### config.mk
export PLATFORM = sky130hd
export DESIGN_NAME = dma_req_stage
export DESIGN_NICKNAME = d
export VERILOG_FILES = /design/src/rtl/dma_req_stage.sv
export SDC_FILE = /design/constraint.sdc
export NUM_CORES = 1
export LEC_CHECK = 0
export BUFFER_PORTS_ARGS = -buffer_cell sky130_fd_sc_hd__buf_2
export CAP_MARGIN = 20
export CORE_ASPECT_RATIO = 1.1
export CORE_UTILIZATION = 35
export DETAILED_ROUTE_END_ITERATION = 10
export HOLD_SLACK_MARGIN = 0.1
export PLACE_DENSITY = 0.56
export SETUP_SLACK_MARGIN = 0.15
export SLEW_MARGIN = 30
export SYNTH_ARGS = -nofsm -noshare
export SYNTH_HDL_FRONTEND = slang
export SYNTH_SLANG_ARGS = --single-unit
### constraint.sdc
create_clock -name clk -period 1.53 [get_ports clk]
set_input_delay 0.153 -clock clk [delete_from_list [all_inputs] [get_ports clk]]
set_output_delay 0.153 -clock clk [all_outputs]
set_load 0.05 [all_outputs]
### src/rtl/dma_req_stage.sv
module dma_req_stage #(
  parameter int NSRC = 16,
  localparam int SW = $clog2(NSRC),
  localparam int NTYPE = 4
) (
  input  logic            clk,
  input  logic            rst_n,
  input  logic [NSRC-1:0] hw_burst,
  input  logic [NSRC-1:0] hw_single,
  input  logic [NSRC-1:0] hw_lburst,
  input  logic [NSRC-1:0] hw_lsingle,
  input  logic            wr_en,
  input  logic [2:0]      wr_sel,
  input  logic [NSRC-1:0] wr_data,
  input  logic [2:0]      rd_sel,
  output logic [NSRC-1:0] rd_data,
  input  logic            done_vld,
  input  logic [1:0]      done_type,
  input  logic [SW-1:0]   done_src,
  output logic [NSRC-1:0] req_burst,
  output logic [NSRC-1:0] req_single,
  output logic [NSRC-1:0] req_lburst,
  output logic [NSRC-1:0] req_lsingle
);

  logic [NSRC-1:0]       byp_q;
  logic [NTYPE*NSRC-1:0] hw_all, s1_q, s2_q, soft_q, req_all;

  assign hw_all = {hw_lsingle, hw_lburst, hw_single, hw_burst};

  always_ff @(posedge clk or negedge rst_n) begin
    if (!rst_n) begin
      byp_q <= '0;
      s1_q  <= '0;
      s2_q  <= '0;
    end else begin
      s1_q <= hw_all;
      s2_q <= s1_q;
      if (wr_en && wr_sel == 3'd4) byp_q <= wr_data;
    end
  end

  for (genvar t = 0; t < NTYPE; t++) begin : g_kind
    logic [NSRC-1:0] set_v, clr_v, path;

    assign set_v = (wr_en && wr_sel == 3'(t)) ? wr_data : '0;
    assign clr_v = (done_vld && done_type == 2'(t)) ? (NSRC'(1) << done_src) : '0;
    assign path  = (byp_q & hw_all[t*NSRC +: NSRC]) | (~byp_q & s2_q[t*NSRC +: NSRC]);

    always_ff @(posedge clk or negedge rst_n) begin
      if (!rst_n) soft_q[t*NSRC +: NSRC] <= '0;
      else        soft_q[t*NSRC +: NSRC] <= (soft_q[t*NSRC +: NSRC] & ~clr_v) | set_v;
    end

    assign req_all[t*NSRC +: NSRC] = path | soft_q[t*NSRC +: NSRC];
  end

  assign req_burst   = req_all[0*NSRC +: NSRC];
  assign req_single  = req_all[1*NSRC +: NSRC];
  assign req_lburst  = req_all[2*NSRC +: NSRC];
  assign req_lsingle = req_all[3*NSRC +: NSRC];

  always_comb begin
    case (rd_sel)
      3'd0:    rd_data = req_burst;
      3'd1:    rd_data = req_single;
      3'd2:    rd_data = req_lburst;
      3'd3:    rd_data = req_lsingle;
      3'd4:    rd_data = byp_q;
      default: rd_data = '0;
    endcase
  end

endmodule

Yosys cells after proc, flatten, opt, wreduce, memory -nomap -nowiden:

Cells that the tools add are included.

* input port bits: 96
* bits in registers: 208
* word-level logic and storage cells: 69

* bitwise gates (word level): 29
* shift operators: 1
* multiplexer cells: 9
* reduce and logical (&&, ||, !) cells: 12
* equality and inequality tests: 11

Operators with widths (count)
* $and A16 B16 Y16: 12
* $or A16 B16 Y16: 12
* $mux W16: 8
* $not A16 Y16: 5
* $pmux W16 S5: 1
* $shl A1 B4 Y16 const A: 1
* $eq A3 B2 Y1 const B: 4
* $logic_and A1 B1 Y1: 9
* $eq A3 B1 Y1 const B: 2
* $eq A3 B3 Y1 const B: 2
* $logic_not A3 Y1: 2
* $eq A2 B2 Y1 const B: 2
* $eq A2 B1 Y1 const B: 1
* $logic_not A2 Y1: 1

Depth between registers and ports, before layout:

Gate-level depths: netlist of run 1.

* word-level depth: 6
* depth in mapped cells: 6

Worst setup path before layout of run 1:

No wires, ideal clock.

* path type: register to output
* start point: reg byp_q[15]
* end point: out rd_data[15]
* stages on the path, launching flop included: 5
* arrival: 1771 ps
* setup slack: -394 ps
* buffers on the path: 1
* path through: dfrtp_1 -> buf_4 -> a211o_1 -> o211a_1 -> or3_1

* longest elaborated chain between the ends: 5
* elaborated cells between the ends (all ways): 18

Ends and longest elaborated chain
* from (decl): line 26 `logic [NSRC-1:0] byp_q;`
* from (signal assigned): line 39 `if (wr_en && wr_sel == 3'd4) byp_q <= wr_data;`
* $not A16 Y16: line 48 `assign path = (byp_q & hw_all[t*NSRC +: NSRC]) | (~byp_q & s2_q[t*NSRC +: NSRC]);`
* $and A16 B16 Y16: line 48
* $or A16 B16 Y16 (*): line 48
* $or A16 B16 Y16 (*): line 55 `assign req_all[t*NSRC +: NSRC] = path | soft_q[t*NSRC +: NSRC];`
* named net req_burst[15]: line 20 `output logic [NSRC-1:0] req_burst,`
* $pmux W16 S5 (*): line 64 `case (rd_sel)`
* to (decl): line 16 `output logic [NSRC-1:0] rd_data,`

The timed path passes the listed nets; every way through them passes the cells marked *.

Worst setup path in the final report of run 1:

* start point: reg byp_q[2]
* end point: out rd_data[2]

* longest elaborated chain between the ends: 5
* elaborated cells between the ends (all ways): 18

Ends and longest elaborated chain (line)
* $not A16 Y16: 48
* $and A16 B16 Y16: 48
* $or A16 B16 Y16: 48
* $or A16 B16 Y16: 55
* $pmux W16 S5 (*): 64

Every way passes the cells marked *; elsewhere a longest branch is shown, timed or not.

==> results of run 1 <==
[cell type report]
| class | instances | area, um^2 |
|---|---|---|
| Antenna cell | 2 | 5.00 |
| Sequential cell | 208 | 5230 |
| Clock inverter | 6 | 159 |
| Clock buffer | 37 | 731 |
| Fill cell | 1826 | 9210 |
| Tap cell | 300 | 375 |
| Timing Repair Buffer | 401 | 3790 |
| Inverter | 1 | 3.75 |
| Multi-Input combinational cell | 439 | 3660 |
[layout by cell type (no fill, tap or decap), types with 23 or more instances in the layout]
master and count:
a211o_1 26, a211o_4 46, a22o_1 45, buf_4 74
buf_8 23, buf_2 95, dfrtp_1 192, buf_6 107
clkbuf_16 25, nor2b_1 36, dlygate4sd3_1 83, nand2_1 101
[worst min path at each step]
stage            startpoint         end  slack, ns  depth (start not counted)
6_report       done_type[0]  soft_q[46]       0.15                          4
5_1_grt        done_type[1]  soft_q[62]       0.19                          4
4_1_cts         done_src[3]  soft_q[31]       0.14                          4
3_5_place_dp          rst_n    s1_q[54]       0.05                          1
3_3_place_gp          rst_n    s1_q[54]       0.05                          1
2_1_floorplan         rst_n    byp_q[0]      -0.14                          0
[per-layer routing]
metal  global-route usage (%)  vias to the layer above
li1                         -                     3264
met1                     29.2                     3489
met2                     38.8                      179
met3                     3.03                       29
met4                     6.73                        0
met5                        0                        -
[power by group through the flow]
stage	Clock, uW	Sequential (uW)	Combinational [uW]
2_1_floorplan	0	6520	3450
3_3_place_gp	0	6890	4610
6_report	6380	6800	6350
3_5_place_dp	0	6890	4640
5_1_grt	6750	6870	6690
4_1_cts	6500	6770	6110
[metrics by stage]
step | instances | TNS (ns) | setup slack [ns] | util [%]
after global placement | 1227 | -2.30 | -0.243 | 47.2
after CTS | 1385 | -25.49 | -0.684 | 59.2
after floorplan | 687 | -0.831 | -0.181 | -
after global routing | 1394 | -27.94 | -0.738 | 60.2
after detailed placement | 1227 | -2.37 | -0.258 | 47.2
final | 1394 | -23.97 | -0.685 | 60.2
[flip-flops by register name, indices dropped and copies added, names as in the netlist]
signal / cells
byp_q: 16
soft_q: 64
s1_q: 64
s2_q: 64
[cell families (layout without fill, tap and decap cells)]
kind of cell / Yosys count / in the layout / share of synthesized area, %
other: 0 / 2 / 0
AOI/OAI and AO/OA: 199 / 199 / 19.1
DFF: 208 / 208 / 62.3
and+or+nand+nor: 221 / 221 / 13.7
buffers and inverters: 40 / 445 / 2.38
muxes: 19 / 19 / 2.52
[timing repair]
item / in CTS / in global routing
pin swaps: 20 / 11
hold endpoints to repair: 352 / 0
endpoints found under the setup margin: 80 / 81
gates resized for setup: 262 / 46
cloned: 0 / 0
buffers inserted: 31 / 7
hold buffers: 84 / 0
[worst reg2reg max path, cell delays in order (launching register included)]
cell,delay [ns]
dfrtp_2,0.46
buf_6,0.14
buf_6,0.11
buf_6,0.10
buf_6,0.10
mux2_2,0.24
==> results.sh, run 1 <==
export IMPL_overflow=0
export IMPL_route_met2_wl_um=13500
export IMPL_final_area_mm2=0.0139
export IMPL_synth_top_cell_by_area="dfrtp_1"
export IMPL_drive_gt1_share_pct=44.7
export IMPL_cts_tree="built"
export IMPL_layout_min_cycle_time_ns=2.22
export IMPL_synthTopCellsByCount="dfrtp_1, nand2_1, a211o_1, nor2b_1, a22o_1"
export IMPL_drt_iter0_drc=302
export IMPL_holdWs_ns=0.145
export IMPL_fp_dieW_um=149
export IMPL_cp_max_fo=6
export IMPL_m1WireLength_um=11900
export IMPL_fin_ws_ns=-0.685
export IMPL_max_cap_violations=0
export IMPL_pwr_share_comb_pct=32.5
export IMPL_die_area_mm2=0.0245
export IMPL_ant_nets=0
export IMPL_grt_pass1_vias=7452
export IMPL_worst_slew_pin_slew_ns=0.561
export IMPL_r2r_end="byp_q[0]"
export IMPL_numCtsBuffers=24
export IMPL_violations="negative setup slack"
export IMPL_r2r_start="byp_q[0]"
export IMPL_synth_edf_count=0
export IMPL_powerDensity_mw_per_mm2=1400
export IMPL_synth_top_area_share_pct=62.3
export IMPL_wire_per_inst_um=19.3
export IMPL_min_period_over_period_pct=145
export IMPL_worst_hold_path_type="in -> reg"
export IMPL_vias=6961
export IMPL_outcome="finished with violations"
export IMPL_p_clk_share_pct=32.7
export IMPL_crit_end="rd_data[2]"
export IMPL_grt_usage_pct=22.5
export IMPL_critPathSlowestCell="dfrtp_2"
export IMPL_maxUsedRoutingLayer="met4"
export IMPL_num_rows=58
export IMPL_p_total_uw=19500
export IMPL_synth_area_leaders="dfrtp_1, a211o_1, a22o_1"
export IMPL_cp_depth=6
export IMPL_crit_start="byp_q[2]"
export IMPL_setup_violations=80
export IMPL_io_pins=176
export IMPL_critical_path_class="reg -> out"
export IMPL_ys_warnings_count=0
export IMPL_routed_wl_um=26900
export IMPL_synth_nets=783
export IMPL_area_growth_pct=67.0
export IMPL_final_nets=1171
export IMPL_p_sw_uw=6100
export IMPL_grt_antenna_before_repair=2
export IMPL_synth_area_per_cell_um2=12.2
export IMPL_p_leak_uw=0.00622
export IMPL_yosysSeqAreaShare_pct=62.3
export IMPL_port_buffers=175
export IMPL_synth_seq_cells=208
export IMPL_cts_sinks=208
export IMPL_dp_hpwl_um=17300
export IMPL_p_int_uw=13400
export IMPL_placed_area_mm2=0.0109
export IMPL_sequentialPowerShare_pct=34.8
export IMPL_netlist_area_mm2=0.00835
export IMPL_fmax_ghz=0.451
export IMPL_crit_buf_inv=2
export IMPL_core_area_mm2=0.0231
export IMPL_dr_wl_met3_um=1070
export IMPL_finalHoldViolations=0
export IMPL_slowest_delay_ns=0.44
export IMPL_arrival_ns=2.06
export IMPL_ys_types=47
export IMPL_path_cells="buf_6 > nor2b_2 > or3_1 > o21a_1 > a211o_4 > buf_8"
export IMPL_swShare_pct=31.2
export IMPL_post_drt_via_cell_ratio=4.99
export IMPL_async_flop_share_pct=100
export IMPL_ir_drop_mv=0.999
export IMPL_r2r_slack_ns=0.27
export IMPL_drc=0
export IMPL_cts_htree_levels=1
export IMPL_place_congestion=0.761
export IMPL_reg2reg_depth=5
export IMPL_root_buffer="clkbuf_16"
export IMPL_slew_violations=0
export IMPL_cts_max_path_buffers=3
export IMPL_grt_pass1_wl_um=41600
export IMPL_worstPathRequired_ns=1.38
export IMPL_grt_max_degree=72
export IMPL_fin_worst_skew_ns=0.00613
export IMPL_first_pass_iters=6
export IMPL_start_kind="flip-flop"
export IMPL_clock_latency_ns=0.52
export IMPL_rsz0062_at_grt="true"
export IMPL_netlist_instances=687
export IMPL_start_util_pct=36.1
export IMPL_synthFlopType="dfrtp_1"
export IMPL_cp_end_kind="primary output"
export IMPL_yosysMostFrequentCell="dfrtp_1"
export IMPL_crit_family="compound AO/OA/AOI/OAI gates"
export IMPL_die_h_um=164
export IMPL_relSlewSlack_pct=62.2
export IMPL_clk_pin_slew_worst_paths_ns=0.06
Note: power is estimated with default switching activity, not from simulation.
==> run 2: changes to the inputs <==
Settings changed: CORE_MARGIN set to 2, MAX_ROUTING_LAYER set to met4.
==> results.sh, run 2 (synthesis results as in run 1) <==
export IMPL_io_pins=176
export IMPL_start_kind="flip-flop"
export IMPL_cts_sinks=208
export IMPL_setup_violations=80
export IMPL_root_buffer="clkbuf_16"
export IMPL_grt_pass1_vias=7358
export IMPL_drc=0
export IMPL_outcome="finished with violations"
export IMPL_ant_nets=0
export IMPL_numCtsBuffers=23
export IMPL_first_pass_iters=4
export IMPL_slowest_delay_ns=0.41
export IMPL_worstPathRequired_ns=1.38
export IMPL_worst_slew_pin_slew_ns=0.500
export IMPL_core_area_mm2=0.0235
export IMPL_layout_commonest_cell="dfrtp_1"
export IMPL_grt_pass1_wl_um=41500
export IMPL_slew_violations=0
export IMPL_num_rows=59
export IMPL_dp_hpwl_um=17600
export IMPL_top_regs="s1_q (64), s2_q (64), soft_q (64)"
export IMPL_drt_iter0_drc=322
export IMPL_post_drt_via_cell_ratio=4.96
export IMPL_worst_hold_path_type="in -> reg"
export IMPL_violations="negative setup slack"
export IMPL_powerDensity_mw_per_mm2=1380
export IMPL_crit_buf_inv=2
export IMPL_arrival_ns=2.08
export IMPL_cp_end_kind="primary output"
export IMPL_rsz0062_at_grt="true"
export IMPL_p_leak_uw=0.00612
export IMPL_fmax_ghz=0.447
export IMPL_dp_worst_setup_slack_ns=-0.275
export IMPL_clock_latency_ns=0.51
export IMPL_layout_min_cycle_time_ns=2.24
export IMPL_grt_usage_pct=22.1
export IMPL_critPathSlowestCell="dfrtp_2"
export IMPL_crit_family="compound AO/OA/AOI/OAI gates"
export IMPL_cts_htree_levels=1
export IMPL_mostFrequentLayoutCells="dfrtp_1, nand2_1, buf_6, buf_2, dlygate4sd3_1"
export IMPL_relSlewSlack_pct=66.6
export IMPL_num_fill_cells=1966
export IMPL_final_area_mm2=0.0137
export IMPL_grt_antenna_before_repair=2
export IMPL_max_cap_violations=0
export IMPL_clk_pin_slew_worst_paths_ns=0.06
export IMPL_path_cells="buf_4 > a211o_4 > a21o_1 > or3_4 > buf_6"
export IMPL_die_area_mm2=0.0251
export IMPL_fin_ws_ns=-0.708
export IMPL_placed_area_mm2=0.0109
export IMPL_cp_max_fo=3
export IMPL_cts_max_path_buffers=3
export IMPL_port_buffers=175
export IMPL_start_util_pct=35.5
export IMPL_fin_worst_skew_ns=0.0102
export IMPL_overflow=0
export IMPL_routed_wl_um=26600
export IMPL_critical_path_class="reg -> out"
export IMPL_cts_tree="built"
export IMPL_area_growth_pct=63.9
export IMPL_vias=6926
export IMPL_wire_per_inst_um=19.1
export IMPL_grt_max_degree=75
export IMPL_min_period_over_period_pct=146
export IMPL_finalHoldViolations=0
export IMPL_ir_drop_mv=1.19
export IMPL_place_congestion=0.786
export IMPL_fp_dieW_um=151
export IMPL_final_nets=1168
export IMPL_drive_gt1_share_pct=44.5
export IMPL_die_h_um=166
## run 2: worst reg2reg max path, delay by kind of cell (launching register included)
| kind | cells | cell delay, ns |
|---|---|---|
| buffers and inverters | 2 | 0.29 |
| flip-flops | 1 | 0.47 |
| multiplexers | 1 | 0.27 |
## run 2: metal layers
layer	GRT usage (%)	part of all wire (%)	vias up
met3	2.75	4.3	42
met4	5.77	2.2	0
met2	35.5	49	168
li1	-	-	3249
met5	-	0	-
met1	29.8	44	3467
## run 2: layout make-up
| cell class | instances | area, um^2 | share of cell area, % |
|---|---|---|---|
| flip-flops and latches | 208 | 5230 | 38.2 |
| repair buffers | 399 | 3670 | 26.8 |
| multi-input cells | 439 | 3610 | 26.3 |
| clock buffers | 30 | 642 | 4.69 |
| well taps | 305 | 382 | 2.79 |
| clock inverters | 9 | 145 | 1.06 |
| diodes | 4 | 10.0 | 0.0731 |
| inverters | 1 | 3.75 | 0.0274 |
## run 2: stage by stage
step	power (uW)	std cells	hold slack, ns	TNS (ns)	util, %
finish	18900	1395	0.115	-23.64	58.1
global route	19700	1393	0.168	-27.45	58.1
CTS	18900	1387	0.103	-24.96	57.5
detailed placement	11600	1242	0.0450	-2.89	46.4
global placement	11600	1242	0.0420	-2.84	46.4
floorplan	9970	687	-0.143	-0.831	-
## run 2: final timing paths
kind                            cells after the start        start     endpoint  slack, ns
worst max-delay path                                5    byp_q[15]  rd_data[15]      -0.71
worst min-delay path                                4  done_src[2]   soft_q[40]       0.11
worst max register to register                      3    byp_q[14]    byp_q[14]       0.38
worst min register to register                      0     s1_q[38]     s2_q[38]       0.35
max in group asynchronous                           3        rst_n     byp_q[6]       0.82
min in group asynchronous                           3        rst_n     byp_q[9]       0.26
## run 2: report_power, final
group          switching [uW]  internal, uW
combinational            3160          3090
clock                    2230          3600
sequential                637          6170
total                    6020         12900
## run 2: timing repair
action,in CTS,in global routing
buffers inserted,23,4
setup endpoints to repair,80,86
pin swaps,24,8
hold buffers,83,0
hold endpoints to repair,352,0
resized for setup,262,38
